$ cat config.mk
export PLATFORM = sky130hd
export DESIGN_NAME = secfilt_regbank
export DESIGN_NICKNAME = d
export VERILOG_FILES = /design/src/rtl/secfilt_pkg.sv /design/src/rtl/secfilt_lane.sv /design/src/rtl/secfilt_lut.sv /design/src/rtl/secfilt_irq.sv /design/src/rtl/secfilt_regbank.sv
export SDC_FILE = /design/constraint.sdc
export NUM_CORES = 1
export LEC_CHECK = 0
export BUFFER_PORTS_ARGS = -buffer_cell sky130_fd_sc_hd__buf_2
export CORE_UTILIZATION = 50
export DETAILED_ROUTE_END_ITERATION = 8
export MAX_ROUTING_LAYER = met4
export PLACE_DENSITY_LB_ADDON = 0.3
export RECOVER_POWER = 25
export SLEW_MARGIN = 20
export SYNTH_ARGS = -nofsm -noshare
export SYNTH_HDL_FRONTEND = slang
export SYNTH_SLANG_ARGS = --single-unit
$ cat constraint.sdc
create_clock -name clk -period 7.6 [get_ports clk]
set_input_delay 1.52 -clock clk [delete_from_list [all_inputs] [get_ports clk]]
set_output_delay 1.52 -clock clk [all_outputs]
set_load 0.01 [all_outputs]
$ cat src/rtl/secfilt_pkg.sv
// Package: register offsets, control bit positions and access size codes
// shared by the register bank, its submodules and its checker.
package secfilt_pkg;
    localparam logic [11:0] OFS_CTRL     = 12'h000;
    localparam logic [11:0] OFS_MAXIDX   = 12'h010;
    localparam logic [11:0] OFS_BLKCFG   = 12'h014;
    localparam logic [11:0] OFS_INDEX    = 12'h018;
    localparam logic [11:0] OFS_WINDOW   = 12'h01C;
    localparam logic [11:0] OFS_STAT     = 12'h020;
    localparam logic [11:0] OFS_CLR      = 12'h024;
    localparam logic [11:0] OFS_EN       = 12'h028;
    localparam logic [11:0] OFS_FADDR    = 12'h02C;
    localparam logic [11:0] OFS_FATTR    = 12'h030;
    localparam logic [11:0] OFS_SET      = 12'h034;
    localparam logic [11:0] OFS_NS_LIMIT = 12'hFD0;

    localparam int CTRL_RESP_BIT = 4;
    localparam int CTRL_STEP_BIT = 8;
    localparam int CTRL_LOCK_BIT = 31;
    localparam logic [31:0] CTRL_MASK  = 32'h8000_0110;
    localparam logic [31:0] CTRL_RESET = 32'h0000_0100;

    typedef enum logic [1:0] {
        SZ_BYTE = 2'd0,
        SZ_HALF = 2'd1,
        SZ_WORD = 2'd2
    } acc_size_e;
endpackage

$ cat src/rtl/secfilt_lane.sv
// Byte-lane helper: merges sub-word write data into a base word and
// extracts the addressed lanes of a read word, right-aligned.
// Assumes accesses are naturally aligned; size code 3 is taken as a word.
module secfilt_lane
    import secfilt_pkg::*;
(
    input  logic [1:0]  size,
    input  logic [1:0]  lane,
    input  logic [31:0] wdata,
    input  logic [31:0] base,
    input  logic [31:0] rword,
    output logic [31:0] merged,
    output logic [31:0] rext
);
    logic [4:0]  shamt;
    logic [31:0] lane_mask;
    logic [31:0] rshift;

    assign shamt = {lane, 3'b000};

    // Pick the lanes covered by this access.
    always_comb begin
        case (acc_size_e'(size))
            SZ_BYTE: lane_mask = 32'h0000_00FF << shamt;
            SZ_HALF: lane_mask = 32'h0000_FFFF << shamt;
            default: lane_mask = 32'hFFFF_FFFF;
        endcase
    end

    // Merge written lanes over the base word.
    assign merged = (base & ~lane_mask) | ((wdata << shamt) & lane_mask);

    // Right-align the addressed read lanes.
    assign rshift = rword >> shamt;
    always_comb begin
        case (acc_size_e'(size))
            SZ_BYTE: rext = {24'h0, rshift[7:0]};
            SZ_HALF: rext = {16'h0, rshift[15:0]};
            default: rext = rword;
        endcase
    end
endmodule

$ cat src/rtl/secfilt_lut.sv
// Lookup array with its index register. Holds LUT_WORDS 32-bit words,
// one bit per block; the index selects the window word, takes modulo
// writes and steps with wrap. Also looks up the bit of a fault address.
// Assumes idx_wr and step are never high together (decoded from one access).
module secfilt_lut #(
    parameter int LUT_WORDS = 4,
    parameter int BLK_LOG2  = 12,
    parameter int IDX_W     = 2
) (
    input  logic                   clk,
    input  logic                   rst_n,
    input  logic                   idx_wr,
    input  logic [31:0]            idx_wval,
    input  logic                   win_wr,
    input  logic [31:0]            win_wval,
    input  logic                   step,
    input  logic [31:0]            fault_addr,
    output logic [IDX_W-1:0]       cur_idx,
    output logic [31:0]            cur_word,
    output logic [LUT_WORDS*32-1:0] lut_flat,
    output logic                   fault_cfg
);
    localparam int NBITS  = LUT_WORDS * 32;
    localparam int FLAT_W = $clog2(NBITS);
    localparam logic [IDX_W-1:0] LAST_IDX = IDX_W'(LUT_WORDS - 1);

    logic [31:0] words [LUT_WORDS];
    logic [31:0] blk_num;

    // Lookup word storage, written through the window.
    always_ff @(posedge clk) begin
        if (!rst_n) begin
            for (int k = 0; k < LUT_WORDS; k++) words[k] <= '0;
        end else if (win_wr) begin
            words[cur_idx] <= win_wval;
        end
    end

    // Index register: modulo load or wrapping step.
    always_ff @(posedge clk) begin
        if (!rst_n) begin
            cur_idx <= '0;
        end else if (idx_wr) begin
            cur_idx <= IDX_W'(idx_wval % 32'(LUT_WORDS));
        end else if (step) begin
            cur_idx <= (cur_idx == LAST_IDX) ? '0 : cur_idx + IDX_W'(1);
        end
    end

    assign cur_word = words[cur_idx];

    // Flatten the array for the external filter.
    for (genvar g = 0; g < LUT_WORDS; g++) begin : g_flat
        assign lut_flat[g*32 +: 32] = words[g];
    end

    // Lookup bit of the block holding the fault address.
    assign blk_num   = fault_addr >> BLK_LOG2;
    assign fault_cfg = (blk_num < 32'(NBITS)) ? lut_flat[blk_num[FLAT_W-1:0]] : 1'b0;
endmodule

$ cat src/rtl/secfilt_irq.sv
// Interrupt status, enable and fault capture. Status is set by software
// or by the first fault seen while clear; fault registers hold until
// status is cleared. irq is the level AND of status and enable.
module secfilt_irq (
    input  logic        clk,
    input  logic        rst_n,
    input  logic        set_req,
    input  logic        clr_req,
    input  logic        en_wr,
    input  logic        en_wval,
    input  logic        flt_valid,
    input  logic [31:0] flt_addr,
    input  logic [15:0] flt_master,
    input  logic        flt_nonsec,
    input  logic        flt_cfg,
    output logic        stat_q,
    output logic        en_q,
    output logic [31:0] info1_q,
    output logic [31:0] info2_q,
    output logic        irq
);
    logic capture;

    assign capture = flt_valid && !stat_q;

    // Status bit update.
    always_ff @(posedge clk) begin
        if (!rst_n) stat_q <= 1'b0;
        else        stat_q <= (stat_q && !clr_req) || set_req || capture;
    end

    // Interrupt enable.
    always_ff @(posedge clk) begin
        if (!rst_n)     en_q <= 1'b1;
        else if (en_wr) en_q <= en_wval;
    end

    // Fault information capture on the first fault.
    always_ff @(posedge clk) begin
        if (!rst_n) begin
            info1_q <= '0;
            info2_q <= '0;
        end else if (capture) begin
            info1_q <= flt_addr;
            info2_q <= {14'h0, flt_cfg, flt_nonsec, flt_master};
        end
    end

    assign irq = stat_q & en_q;
endmodule

$ cat src/rtl/secfilt_regbank.sv
// Top: register bank of the block security filter. Decodes single-cycle
// register accesses (read data combinational, side effects at the edge),
// enforces secure-only access and lock, and holds the control word.
// Assumes one access per cycle and BLK_LOG2 >= 5.
module secfilt_regbank
    import secfilt_pkg::*;
#(
    parameter int LUT_WORDS = 4,
    parameter int BLK_LOG2  = 12
) (
    input  logic                    clk,
    input  logic                    rst_n,
    input  logic                    bus_valid,
    input  logic                    bus_write,
    input  logic [11:0]             bus_addr,
    input  logic [1:0]              bus_size,
    input  logic [31:0]             bus_wdata,
    input  logic                    bus_secure,
    output logic [31:0]             bus_rdata,
    input  logic                    flt_valid,
    input  logic [31:0]             flt_addr,
    input  logic [15:0]             flt_master,
    input  logic                    flt_nonsec,
    output logic [LUT_WORDS*32-1:0] blk_lut,
    output logic                    resp_err,
    output logic                    irq
);
    localparam int IDX_W = (LUT_WORDS > 1) ? $clog2(LUT_WORDS) : 1;
    localparam logic [31:0] MAXIDX_VAL = 32'(LUT_WORDS);
    localparam logic [31:0] BLKCFG_VAL = 32'(BLK_LOG2 - 5);

    logic [11:0]      ofs;
    logic             acc, wr, rd, full_word, locked;
    logic [31:0]      ctrl_q;
    logic [31:0]      base_word, wval, rword, rext;
    logic [IDX_W-1:0] cur_idx;
    logic [31:0]      cur_word;
    logic             fault_cfg;
    logic             stat_q, en_q;
    logic [31:0]      info1_q, info2_q;
    logic             idx_wr, win_wr, step, en_wr, set_req, clr_req;

    // Access qualification: secure only, below the limit offset.
    assign ofs       = {bus_addr[11:2], 2'b00};
    assign acc       = bus_valid && bus_secure && (bus_addr < OFS_NS_LIMIT);
    assign wr        = acc && bus_write;
    assign rd        = acc && !bus_write;
    assign full_word = bus_size[1];
    assign locked    = ctrl_q[CTRL_LOCK_BIT];

    // Base word for sub-word write merging; zero for fill registers.
    always_comb begin
        case (ofs)
            OFS_CTRL:   base_word = ctrl_q;
            OFS_INDEX:  base_word = 32'(cur_idx);
            OFS_WINDOW: base_word = cur_word;
            default:    base_word = '0;
        endcase
    end

    secfilt_lane i_lane (
        .size   (bus_size),
        .lane   (bus_addr[1:0]),
        .wdata  (bus_wdata),
        .base   (base_word),
        .rword  (rword),
        .merged (wval),
        .rext   (rext)
    );

    // Write strobes for the submodules.
    assign idx_wr  = wr && (ofs == OFS_INDEX);
    assign win_wr  = wr && (ofs == OFS_WINDOW) && !locked;
    assign en_wr   = wr && (ofs == OFS_EN) && !locked;
    assign set_req = wr && (ofs == OFS_SET) && wval[0];
    assign clr_req = wr && (ofs == OFS_CLR) && wval[0];
    assign step    = ctrl_q[CTRL_STEP_BIT] && full_word && (ofs == OFS_WINDOW)
                     && (rd || win_wr);

    // Control word, frozen by lock.
    always_ff @(posedge clk) begin
        if (!rst_n)
            ctrl_q <= CTRL_RESET;
        else if (wr && (ofs == OFS_CTRL) && !locked)
            ctrl_q <= wval & CTRL_MASK;
    end

    secfilt_lut #(
        .LUT_WORDS (LUT_WORDS),
        .BLK_LOG2  (BLK_LOG2),
        .IDX_W     (IDX_W)
    ) i_lut (
        .clk        (clk),
        .rst_n      (rst_n),
        .idx_wr     (idx_wr),
        .idx_wval   (wval),
        .win_wr     (win_wr),
        .win_wval   (wval),
        .step       (step),
        .fault_addr (flt_addr),
        .cur_idx    (cur_idx),
        .cur_word   (cur_word),
        .lut_flat   (blk_lut),
        .fault_cfg  (fault_cfg)
    );

    secfilt_irq i_irq (
        .clk        (clk),
        .rst_n      (rst_n),
        .set_req    (set_req),
        .clr_req    (clr_req),
        .en_wr      (en_wr),
        .en_wval    (wval[0]),
        .flt_valid  (flt_valid),
        .flt_addr   (flt_addr),
        .flt_master (flt_master),
        .flt_nonsec (flt_nonsec),
        .flt_cfg    (fault_cfg),
        .stat_q     (stat_q),
        .en_q       (en_q),
        .info1_q    (info1_q),
        .info2_q    (info2_q),
        .irq        (irq)
    );

    // Full-word read multiplexer.
    always_comb begin
        case (ofs)
            OFS_CTRL:   rword = ctrl_q;
            OFS_MAXIDX: rword = MAXIDX_VAL;
            OFS_BLKCFG: rword = BLKCFG_VAL;
            OFS_INDEX:  rword = 32'(cur_idx);
            OFS_WINDOW: rword = cur_word;
            OFS_STAT:   rword = {31'h0, stat_q};
            OFS_EN:     rword = {31'h0, en_q};
            OFS_FADDR:  rword = info1_q;
            OFS_FATTR:  rword = info2_q;
            default:    rword = '0;
        endcase
    end

    assign bus_rdata = rd ? rext : '0;
    assign resp_err  = ctrl_q[CTRL_RESP_BIT];
endmodule

-- After elaboration in Yosys (flattened, before gate mapping)
Memories as Yosys holds them, arrays and structs flattened. A register that Yosys moved wholly into a read port is not among the register bits.
Cells that the tools add are included.
- $add $sub $neg: 1
- $lt $le $gt $ge: 3
- equal/unequal tests: 12
- shift-type cells: 4
- multiplexer cells: 20
- bitwise gates (word level): 5
- reductions and logical operators: 31
- operators by type and width (operator ; count):
    one-hot mux 32 bit (9 select lines) ; 1
    one-hot mux 32 bit (2 select lines) ; 2
    one-hot mux 32 bit (3 select lines) ; 1
    AND 32 bit ; 2
    2-to-1 mux 32 bit ; 2
    == test 10 x 4 -> 1 bit (second input constant) ; 6
    == test 10 x 3 -> 1 bit (second input constant) ; 4
    inverter 32 bit ; 1
    bitwise OR 32 bit ; 1
    OR reduction 32 bit ; 1
    left shift 16 x 5 -> 32 bit (first input constant) ; 1
    left shift 32 x 5 -> 32 bit ; 1
    left shift 8 x 5 -> 32 bit (first input constant) ; 1
    >> shifter 32 x 5 -> 16 bit ; 1
    logical AND 1 bit ; 20
    < comparator 20 x 8 -> 1 bit (second input constant) ; 1
    zero test 12 bit ; 1
    < comparator 12 bit (second input constant) ; 1
    2-to-1 mux 2 bit ; 6
    < comparator 7 x 8 -> 1 bit (second input constant) ; 1
    binary-select mux 1 bit (select 7 bit) ; 1
    2-to-1 mux 1 bit ; 7
    zero test 1 bit ; 4
    logical OR 1 bit ; 3
    other kinds (6) ; 6
- flip-flop bits (word level): 57
- bits in writable memories: 128
- bits of input ports: 101
- output and inout bits: 162
- memories kept: 1
- memory list (memory ; depth ; width ; read ports ; clocked after Yosys merged registers in ; write ports ; RTL line ; RTL):
    i_lut.words ; 4 ; 32 ; 5 ; 1 ; 4 ; secfilt_lut.sv:27 ; logic [31:0] words [LUT_WORDS];

-- Depth between registers and ports, before layout
Gate-level depths: netlist (run 1).
- word-level depth: 11
- mapped depth: 9

-- Modules after synthesis
A second synthesis (run 1) with hierarchy kept.
- cell total of the unflattened synthesis: 1087
- area total of the unflattened synthesis: 11755.0 µm²
- by module, submodules not included (module ; times used ; cells an instance ; area each (µm²)):
    secfilt_lut ; 1 ; 462 ; 6914.1
    secfilt_irq ; 1 ; 241 ; 2044.5
    secfilt_lane ; 1 ; 202 ; 1498.9
    secfilt_regbank ; 1 ; 182 ; 1297.5

-- Worst setup path before layout (run 1)
Ideal clock, no wire load.
- kind: input-to-reg
- from: input bus_addr[3]
- to: memory i_lut.words[3][0] (enable)
- library setup time: 0.511 ns
- data arrival time: 5.472 ns
- setup slack: 1.618 ns
- stages: 4
- buffers on the path: 1
- cells stage by stage: buf_2 and4bb_2 nand3_1 o41ai_1
- RTL lines (item ; RTL line ; RTL):
    start, declared ; secfilt_regbank.sv:15 ; input logic [11:0] bus_addr,
    end, declared ; secfilt_lut.sv:27 ;

-- Worst setup path after layout (run 1)
- from: input bus_addr[2]
- to: output bus_rdata[0]
- longest elaborated chain between the ends: 5
- elaborated cells between the ends (all ways): 16
- RTL lines (item ; RTL line ; RTL):
    == test 10 x 4 -> 1 bit (tied with other cells) ; secfilt_regbank.sv:128 ; case (ofs)
    one-hot mux 32 bit (9 select lines) ; secfilt_regbank.sv:128 ;
    >> shifter 32 x 5 -> 16 bit ; secfilt_lane.sv:34 ; assign rshift = rword >> shamt;
    one-hot mux 32 bit (2 select lines) ; secfilt_lane.sv:36 ; case (acc_size_e'(size))
    2-to-1 mux 32 bit (*) ; secfilt_regbank.sv:142 ; assign bus_rdata = rd ? rext : '0;
    end, declared ; secfilt_regbank.sv:19 ; output logic [31:0] bus_rdata,
Every way passes the cells marked *; elsewhere a longest branch is shown, timed or not.

==> impl_metrics.prom, run 1 <==
# TYPE chip_impl_metric gauge
chip_impl_metric{name="worst-r2r-setup-slack",unit="ns"} 4.21
chip_impl_metric{name="detail_route.wirelength",unit="um"} 39300
chip_impl_metric{name="drive_gt1_frac",unit=""} 0.268
chip_impl_metric{name="routedWlPerCell",unit="um"} 25.4
chip_impl_metric{name="data_required_time_at_the_worst_endpoint",unit="ns"} 6.08
chip_impl_metric{name="tcrit_tclk_final",unit=""} 0.785
chip_impl_metric{name="setup-violations-final",unit=""} 0
chip_impl_metric{name="finalHoldViolations",unit=""} 0
chip_impl_metric{name="fin_nets",unit=""} 1361
chip_impl_metric{name="numCtsBuffers",unit=""} 17
chip_impl_metric{name="dp_hpwl",unit="um"} 29400
chip_impl_metric{name="cellLeakagePower",unit="nW"} 4.50
chip_impl_metric{name="antenna_found_initial",unit=""} 0
chip_impl_metric{name="clock_sinks",unit=""} 187
chip_impl_metric{name="core_area",unit="um2"} 21000
chip_impl_metric{name="report.final.slew_viol_count",unit=""} 51
chip_impl_metric{name="dp_cells",unit=""} 1514
chip_impl_metric{name="power_density_cells",unit="nW/um2"} 186
chip_impl_metric{name="global_route.overflow_total",unit=""} 0
chip_impl_info{name="critPathKind",value="primary input to primary output"} 1
chip_impl_metric{name="route.vias.total",unit=""} 10100
chip_impl_info{name="cts_tree",value="yes"} 1
chip_impl_metric{name="worst-slew-pin-transition",unit="ns"} 2.39
chip_impl_metric{name="vdd_drop_max",unit="V"} 0.000144
chip_impl_metric{name="grt_pass1_wl",unit="um"} 57500
chip_impl_metric{name="initial_core_util",unit=""} 0.508
chip_impl_info{name="postSynth.topFlopCell",value="edfxtp_1"} 1
chip_impl_metric{name="cp_data_arrival_time",unit="ns"} 4.45
chip_impl_metric{name="num_antenna_cells",unit=""} 0
chip_impl_metric{name="synth_largest_type_area_fraction",unit=""} 0.361
chip_impl_metric{name="cts_setup_buffers",unit=""} 0
chip_impl_info{name="worst_setup_path_end_kind",value="primary output"} 1
chip_impl_metric{name="max-slew-margin-rel",unit=""} -0.594
chip_impl_metric{name="grt_pass1_vias",unit=""} 9282
chip_impl_info{name="worstReg2RegStart",value="ctrl_q[31]"} 1
chip_impl_metric{name="cts.reportedPaths.clkPinSlew",unit="ns"} 0.07
chip_impl_metric{name="vias_per_cell",unit=""} 6.56
chip_impl_metric{name="grt_start_max_net_pins",unit=""} 65
chip_impl_metric{name="cts-htree-levels",unit=""} 4
chip_impl_metric{name="grt_use_total",unit=""} 0.369
chip_impl_metric{name="max_cap_violations",unit=""} 1
chip_impl_info{name="clock-root-buffer",value="clkbuf_16"} 1
chip_impl_metric{name="cell_area_placed",unit="um2"} 12100
chip_impl_info{name="cp-start-kind",value="primary input"} 1
chip_impl_metric{name="final.setup_skew",unit="ns"} 0.0104
chip_impl_metric{name="worst_skew_pair.late_latency",unit="ns"} 0.44
chip_impl_info{name="crit_reg_reg_endpoint",value="i_lut.words[1][25]"} 1
chip_impl_metric{name="area.growth.synth_to_final",unit="%"} 18.0
chip_impl_metric{name="achievable-frequency",unit="MHz"} 168
chip_impl_metric{name="yosysSeqAreaShare",unit=""} 0.472
chip_impl_metric{name="reg2regPathDepth",unit=""} 5
chip_impl_metric{name="chipWidth",unit="um"} 148
chip_impl_metric{name="mappedNetlistArea",unit="um2"} 10600
chip_impl_info{name="failed_checks",value="max-capacitance violations, max-slew violations"} 1
chip_impl_info{name="synth_area_leader_cell",value="edfxtp_1"} 1
chip_impl_metric{name="cts_max_path_buffers",unit=""} 2
chip_impl_metric{name="number_of_antenna_violating_nets_in_the_routed_design",unit=""} 0
chip_impl_metric{name="async_reset_ff_frac",unit=""} 0
chip_impl_info{name="min_path_type",value="flop to flop"} 1
chip_impl_metric{name="postLayoutCellArea",unit="um2"} 12600
chip_impl_info{name="hold_path_startpoint",value="i_irq.info1_q[26]"} 1
chip_impl_metric{name="number_of_stages_on_the_worst_hold_path",unit=""} 2
chip_impl_metric{name="synth_seq_cells",unit=""} 187
chip_impl_metric{name="post_synthesis_cell_count",unit=""} 1047
chip_impl_metric{name="netlist-cell-type-count",unit=""} 59
chip_impl_metric{name="row_count",unit=""} 53
chip_impl_metric{name="synth_warnings",unit=""} 0
chip_impl_metric{name="worst-path-max-fanout",unit=""} 18
chip_impl_metric{name="drt_iter0_drc",unit=""} 1351
chip_impl_metric{name="fin_cells",unit=""} 1547
chip_impl_metric{name="gp_congestion",unit=""} 1.01
chip_impl_info{name="rsz0062_at_grt",value="false"} 1
chip_impl_metric{name="fin_tns_setup",unit="ns"} 0
chip_impl_metric{name="synth-edff-count",unit=""} 128
chip_impl_metric{name="place.port_buffers",unit=""} 262
chip_impl_metric{name="floorplan.io_pins",unit=""} 263
chip_impl_metric{name="drc",unit=""} 0
chip_impl_metric{name="cts_hold_repair.buffers",unit=""} 0
chip_impl_metric{name="period_minus_slack",unit="ns"} 5.97
chip_impl_info{name="ys_top_cells_by_area",value="edfxtp_1, mux4_2, dfxtp_1, nor2_1, nand2_1"} 1
chip_impl_metric{name="post_cts.resized_instances",unit=""} 0
chip_impl_metric{name="syn-num-nets",unit=""} 1149
chip_impl_metric{name="syn_area_per_cell",unit="um2"} 10.2
chip_impl_metric{name="die_area",unit="um2"} 21900
chip_impl_metric{name="dieHeight",unit="um"} 148
chip_impl_metric{name="drt_pre_antenna_iters",unit=""} 5
chip_impl_info{name="status",value="complete, but fails checks"} 1
chip_impl_info{name="hold_path_end",value="i_irq.info1_q[26]"} 1
-- kinds of logic after synthesis --
group	share of synthesized area
AOI/OAI and AO/OA	0.136
adders and majority gates	0.00118
buffers and inverters	0.0375
DFF	0.472
muxes	0.160
and+or+nand+nor	0.193
-- synthesized netlist by cell type, types with 6 or more instances --
cell and number:
nand4_1 10, mux2i_1 39, a221oi_1 9, and2_1 10, o21ai_0 9, nor4_1 8, nor2_1 156, nor2b_1 19
and4_1 7, clkbuf_1 58, buf_2 19, a22oi_1 31, nand3_1 17, buf_1 6, a221o_1 8, a211oi_1 20
nor3_1 29, nand2_1 135, a31oi_1 16, edfxtp_1 128, a21oi_1 89, o221ai_1 11, nor2_2 29, inv_1 7
mux2_2 9, mux4_2 54, dfxtp_1 59
-- sequential cells by signal, indices dropped and copies added (netlist names), named ones only --
signal         cells
i_lut.words      128
i_irq.info1_q     32
i_irq.info2_q     18
ctrl_q             3
i_lut.cur_idx      2
i_irq.en_q         1
i_irq.stat_q       1
-- area by class of cell --
class | instances | area (um2)
fillers | 1840 | 8400
multi-input cells | 766 | 5250
flip-flops and latches | 187 | 5030
repair buffers | 279 | 1370
clock buffers | 19 | 433
well taps | 275 | 344
clock inverters | 13 | 106
inverters | 8 | 30.0
-- stage by stage --
step / utilization / total power, mW / hold slack, ns / setup slack [ns]
after detailed placement: 0.576 / 1.50 / 0.451 / 1.84
after floorplan: - / 1.35 / 0.432 / 1.62
after CTS: 0.602 / 2.33 / 0.461 / 1.83
after global routing: 0.599 / 2.40 / 0.483 / 1.61
after global placement: 0.576 / 1.50 / 0.446 / 1.88
final: 0.599 / 2.34 / 0.465 / 1.63
-- where the power goes --
group	switching (mW)	internal (mW)	leakage (nW)	total (mW)
logic	0.204	0.112	2.50	0.316
clock network	0.421	0.428	0.258	0.849
registers	0.0434	1.13	1.75	1.17
total	0.668	1.67	4.50	2.34
-- critical path: stages --
cell and delay (ns):
buf_2 0.27, and4bb_2 0.46, and3_1 0.67, a221oi_1 0.28, mux2i_1 0.19, nor3_1 0.06
a2111oi_0 0.72, buf_2 0.26
-- worst max-delay path by stage --
stage,endpoint,startpoint,cells after the start
after detailed placement,bus_rdata[0],bus_addr[2],8
after CTS,bus_rdata[0],bus_addr[2],8
after global placement,bus_rdata[0],bus_addr[2],8
final,bus_rdata[0],bus_addr[2],8
after floorplan,i_lut.words[3][0],bus_addr[3],4
after global routing,bus_rdata[0],bus_addr[11],8
-- routing by layer --
layer,vias up,wire length (um),global-route usage
met5,-,0,-
met4,0,1320,0.118
met3,107,4480,0.0645
met2,751,18300,0.568
met1,4944,15200,0.497
li1,4339,-,-
-- cell usage in the layout, fill, tap and decap left out, types with 10 or more instances in the layout --
cell type,instances
a22oi_1,31
edfxtp_1,128
nor2_1,156
nor3_1,29
nor2b_1,18
and2_1,10
nand2_1,135
clkbuf_16,17
a21oi_1,87
a211oi_1,19
mux2i_1,39
dfxtp_1,58
buf_2,191
clkbuf_1,74
nand3_1,17
buf_4,15
a31oi_1,16
mux4_2,54
nand4_1,10
o221ai_1,11
nor2_2,29
Note: power is estimated with default switching activity, not from simulation.
==> run 2, diff against run 1 <==
- ABC_AREA: default -> 1
- clock period: 7.6 -> 5.2 ns (I/O delays scaled with it)
==> run 2 against run 1 <==
  * Routed wire length grew 6.8%
  * Core utilization decreased by 0.78 points
  * Clock skew grew 0.0037 ns
  * Critical path depth is 5 higher
  * The flow still finishes with violations (max-capacitance violations, max-slew violations)
  * Die area increased by 4.3%
  * Sequential share of layout area shrank 1.1 points
  * First-iteration DRC count is 13% higher
  * Register-to-register slack got worse by 1.7 ns
  * Flip-flop and latch count did not move
  * Total power grew 46%
==> impl_metrics.prom, run 2 <==
# TYPE chip_impl_metric gauge
chip_impl_metric{name="syn_area_per_cell",unit="um2"} 7.50
chip_impl_metric{name="area.growth.synth_to_final",unit="%"} 16.2
chip_impl_metric{name="dp_cells",unit=""} 1946
chip_impl_metric{name="antenna_found_initial",unit=""} 3
chip_impl_metric{name="cts_hold_repair.buffers",unit=""} 0
chip_impl_metric{name="finalHoldViolations",unit=""} 0
chip_impl_metric{name="period_minus_slack",unit="ns"} 4.36
chip_impl_metric{name="global_route.overflow_total",unit=""} 0
chip_impl_metric{name="cts.reportedPaths.clkPinSlew",unit="ns"} 0.07
chip_impl_metric{name="row_count",unit=""} 54
chip_impl_metric{name="core_area",unit="um2"} 21800
chip_impl_metric{name="area.sequential",unit="um2"} 5030
chip_impl_metric{name="floorplan.io_pins",unit=""} 263
chip_impl_info{name="cp-start-kind",value="primary input"} 1
chip_impl_metric{name="post-route-worst-setup-slack",unit="ns"} 0.838
chip_impl_info{name="failed_checks",value="max-capacitance violations, max-slew violations"} 1
chip_impl_metric{name="die_area",unit="um2"} 22800
chip_impl_metric{name="area_used_by_multi_input_combinational_logic",unit="um2"} 5260
chip_impl_metric{name="achievable-frequency",unit="MHz"} 229
chip_impl_metric{name="vias_per_cell",unit=""} 6.04
chip_impl_metric{name="fin_nets",unit=""} 1787
chip_impl_metric{name="syn-num-nets",unit=""} 1583
chip_impl_metric{name="detail_route.wirelength",unit="um"} 42000
chip_impl_metric{name="data_required_time_at_the_worst_endpoint",unit="ns"} 4.16
chip_impl_metric{name="drive_gt1_frac",unit=""} 0.175
chip_impl_metric{name="yosysSeqAreaShare",unit=""} 0.452
chip_impl_metric{name="grt_pass1_wl",unit="um"} 61700
chip_impl_metric{name="gp_congestion",unit=""} 0.987
chip_impl_info{name="mostFrequentLayoutCell",value="nand2_1"} 1
chip_impl_metric{name="cts-htree-levels",unit=""} 4
chip_impl_info{name="cts_tree",value="yes"} 1
chip_impl_info{name="clock-root-buffer",value="clkbuf_16"} 1
chip_impl_metric{name="chipWidth",unit="um"} 151
chip_impl_metric{name="dieHeight",unit="um"} 151
chip_impl_info{name="worstPathCellList",value="buf_2 -> nor2_4 -> nand2_2 -> nor2_4 -> nand2_1 -> inv_2 -> nand2_1 -> o211ai_1 -> nand2_1 -> o211ai_1 -> nand2_1 -> a21oi_1 -> buf_2"} 1
chip_impl_metric{name="grt_start_max_net_pins",unit=""} 66
chip_impl_metric{name="post_synthesis_cell_count",unit=""} 1481
chip_impl_metric{name="drc",unit=""} 0
chip_impl_metric{name="power_density_cells",unit="nW/um2"} 264
chip_impl_metric{name="synth-edff-count",unit=""} 128
chip_impl_info{name="ys_top_cells_by_area",value="edfxtp_1, dfxtp_1, nand2_1, nor2_1, nand3_1"} 1
chip_impl_info{name="netlist_top_cells_count",value="nand2_1, nor2_1, nand3_1"} 1
chip_impl_info{name="critPathKind",value="primary input to primary output"} 1
chip_impl_metric{name="numCtsBuffers",unit=""} 17
chip_impl_metric{name="worst_skew_pair.late_latency",unit="ns"} 0.44
chip_impl_metric{name="cp_data_arrival_time",unit="ns"} 3.32
chip_impl_metric{name="detailedPlace.worstSlack",unit="ns"} 0.905
chip_impl_metric{name="cts_max_path_buffers",unit=""} 2
chip_impl_metric{name="report.final.slew_viol_count",unit=""} 56
chip_impl_metric{name="cellLeakagePower",unit="nW"} 5.38
chip_impl_metric{name="routedWlPerCell",unit="um"} 21.2
chip_impl_info{name="path_common_cell",value="nand2_1"} 1
chip_impl_metric{name="clock_sinks",unit=""} 187
chip_impl_info{name="layout_common_cells",value="nand2_1, nor2_1, buf_2, nand3_1, o21ai_0"} 1
chip_impl_info{name="largest_register",value="i_lut.words"} 1
chip_impl_metric{name="critical_path.max_stage_delay",unit="ns"} 0.45
chip_impl_info{name="postSynth.topFlopCell",value="edfxtp_1"} 1
chip_impl_info{name="synth_area_leader_cell",value="edfxtp_1"} 1
chip_impl_metric{name="final_util",unit=""} 0.591
chip_impl_metric{name="async_reset_ff_frac",unit=""} 0
chip_impl_metric{name="worst-path-max-fanout",unit=""} 21
chip_impl_info{name="status",value="complete, but fails checks"} 1
chip_impl_metric{name="place.port_buffers",unit=""} 262
chip_impl_metric{name="netlist-cell-type-count",unit=""} 53
chip_impl_info{name="top_regs",value="i_lut.words: 128 flops, i_irq.info1_q: 32 flops, i_irq.info2_q: 18 flops"} 1
chip_impl_metric{name="fin_cells",unit=""} 1981
chip_impl_metric{name="cts_setup_buffers",unit=""} 0
chip_impl_metric{name="grt_pass1_vias",unit=""} 10500
chip_impl_info{name="synth.most_common_cell",value="nand2_1"} 1
chip_impl_metric{name="synth_warnings",unit=""} 0
chip_impl_metric{name="initial_core_util",unit=""} 0.509
chip_impl_metric{name="vdd_drop_max",unit="V"} 0.000253
chip_impl_metric{name="fin_tns_setup",unit="ns"} 0
chip_impl_metric{name="max-slew-margin-rel",unit=""} -0.404
chip_impl_metric{name="post_cts.resized_instances",unit=""} 0
chip_impl_metric{name="number_of_stages_on_the_worst_hold_path",unit=""} 2
chip_impl_metric{name="synth_seq_cells",unit=""} 187
chip_impl_metric{name="fillCellCount",unit=""} 2058
chip_impl_metric{name="grt_use_total",unit=""} 0.379
chip_impl_metric{name="synth_largest_type_area_fraction",unit=""} 0.346
chip_impl_metric{name="route.vias.total",unit=""} 12000
chip_impl_metric{name="drt_iter0_drc",unit=""} 1527
chip_impl_metric{name="drt_pre_antenna_iters",unit=""} 6
chip_impl_metric{name="dp_hpwl",unit="um"} 30600
chip_impl_metric{name="mappedNetlistArea",unit="um2"} 11100
chip_impl_info{name="worst_setup_path_end_kind",value="primary output"} 1
chip_impl_info{name="max_stage_delay_cell_worst_path",value="inv_2"} 1
chip_impl_info{name="min_path_type",value="flop to flop"} 1
chip_impl_metric{name="reg2regPathDepth",unit=""} 8
chip_impl_metric{name="final.setup_skew",unit="ns"} 0.0141
chip_impl_metric{name="max_cap_violations",unit=""} 1
chip_impl_metric{name="number_of_antenna_violating_nets_in_the_routed_design",unit=""} 0
chip_impl_info{name="rsz0062_at_grt",value="false"} 1
chip_impl_metric{name="tcrit_tclk_final",unit=""} 0.839
chip_impl_metric{name="setup-violations-final",unit=""} 0
chip_impl_metric{name="worst-slew-pin-transition",unit="ns"} 2.11
chip_impl_metric{name="max_reg_flops",unit=""} 128
[run 2: cell count changes in the layout (fill, tap and decap cells not counted), moves of 42 or more]
cell     change
a21oi_1     -42
inv_1       +69
mux4_2      -54
nand2_1    +175
nand3_1    +133
nor2_1     +130
o21ai_0    +131
[run 2: area by class of cell]
cell class,instances,area share
multi-input cells,1102,0.408
repair buffers,279,0.104
clock buffers,23,0.0379
inverters,98,0.0286
diodes,3,0.000582
flip-flops and latches,187,0.389
well taps,280,0.0271
clock inverters,9,0.00475
[run 2: kinds of logic (layout without fill, tap and decap cells)]
group,after synthesis,count (layout),synth area share
AOI/OAI and AO/OA,296,296,0.159
adders and majority gates,1,1,0.00113
buffers and inverters,192,409,0.0751
DFF,187,187,0.452
muxes,5,5,0.00451
other,0,3,0
and+or+nand+nor,800,800,0.308
[run 2: report_power, final]
group	switching, mW	internal [mW]	total, mW
clock network	0.579	0.668	1.25
registers	0.0538	1.65	1.71
logic	0.323	0.137	0.459
total	0.955	2.46	3.41
[run 2: worst paths after layout]
kind	start	to	slack, ns
min	i_irq.info1_q[24]	i_irq.info1_q[24]	0.46
max reg2reg	flop	i_lut.words[3][7]	2.55
min reg2reg	i_irq.info1_q[24]	i_irq.info1_q[24]	0.46
max	bus_addr[11]	bus_rdata[3]	0.84
[run 2: critical path, delay by kind of cell]
kind	cells	cell delay, ns
buf+inv	3	0.74
compound gates	3	0.51
simple gates	7	1.01
[run 2: routing by layer]
layer	share of wire	vias to the layer above	global-route usage
met3	0.14	118	0.0780
met2	0.43	941	0.557
met4	0.034	0	0.134
li1	-	5417	-
met5	0	-	-
met1	0.40	5480	0.516
[run 2: through the flow]
stage	cell area (um2)	hold slack [ns]	total power [mW]
2_1_floorplan	11100	0.425	1.99
3_3_place_gp	12400	0.445	2.18
3_5_place_dp	12400	0.452	2.19
4_1_cts	13000	0.462	3.39
5_1_grt	12900	0.478	3.51
6_report	12900	0.458	3.41
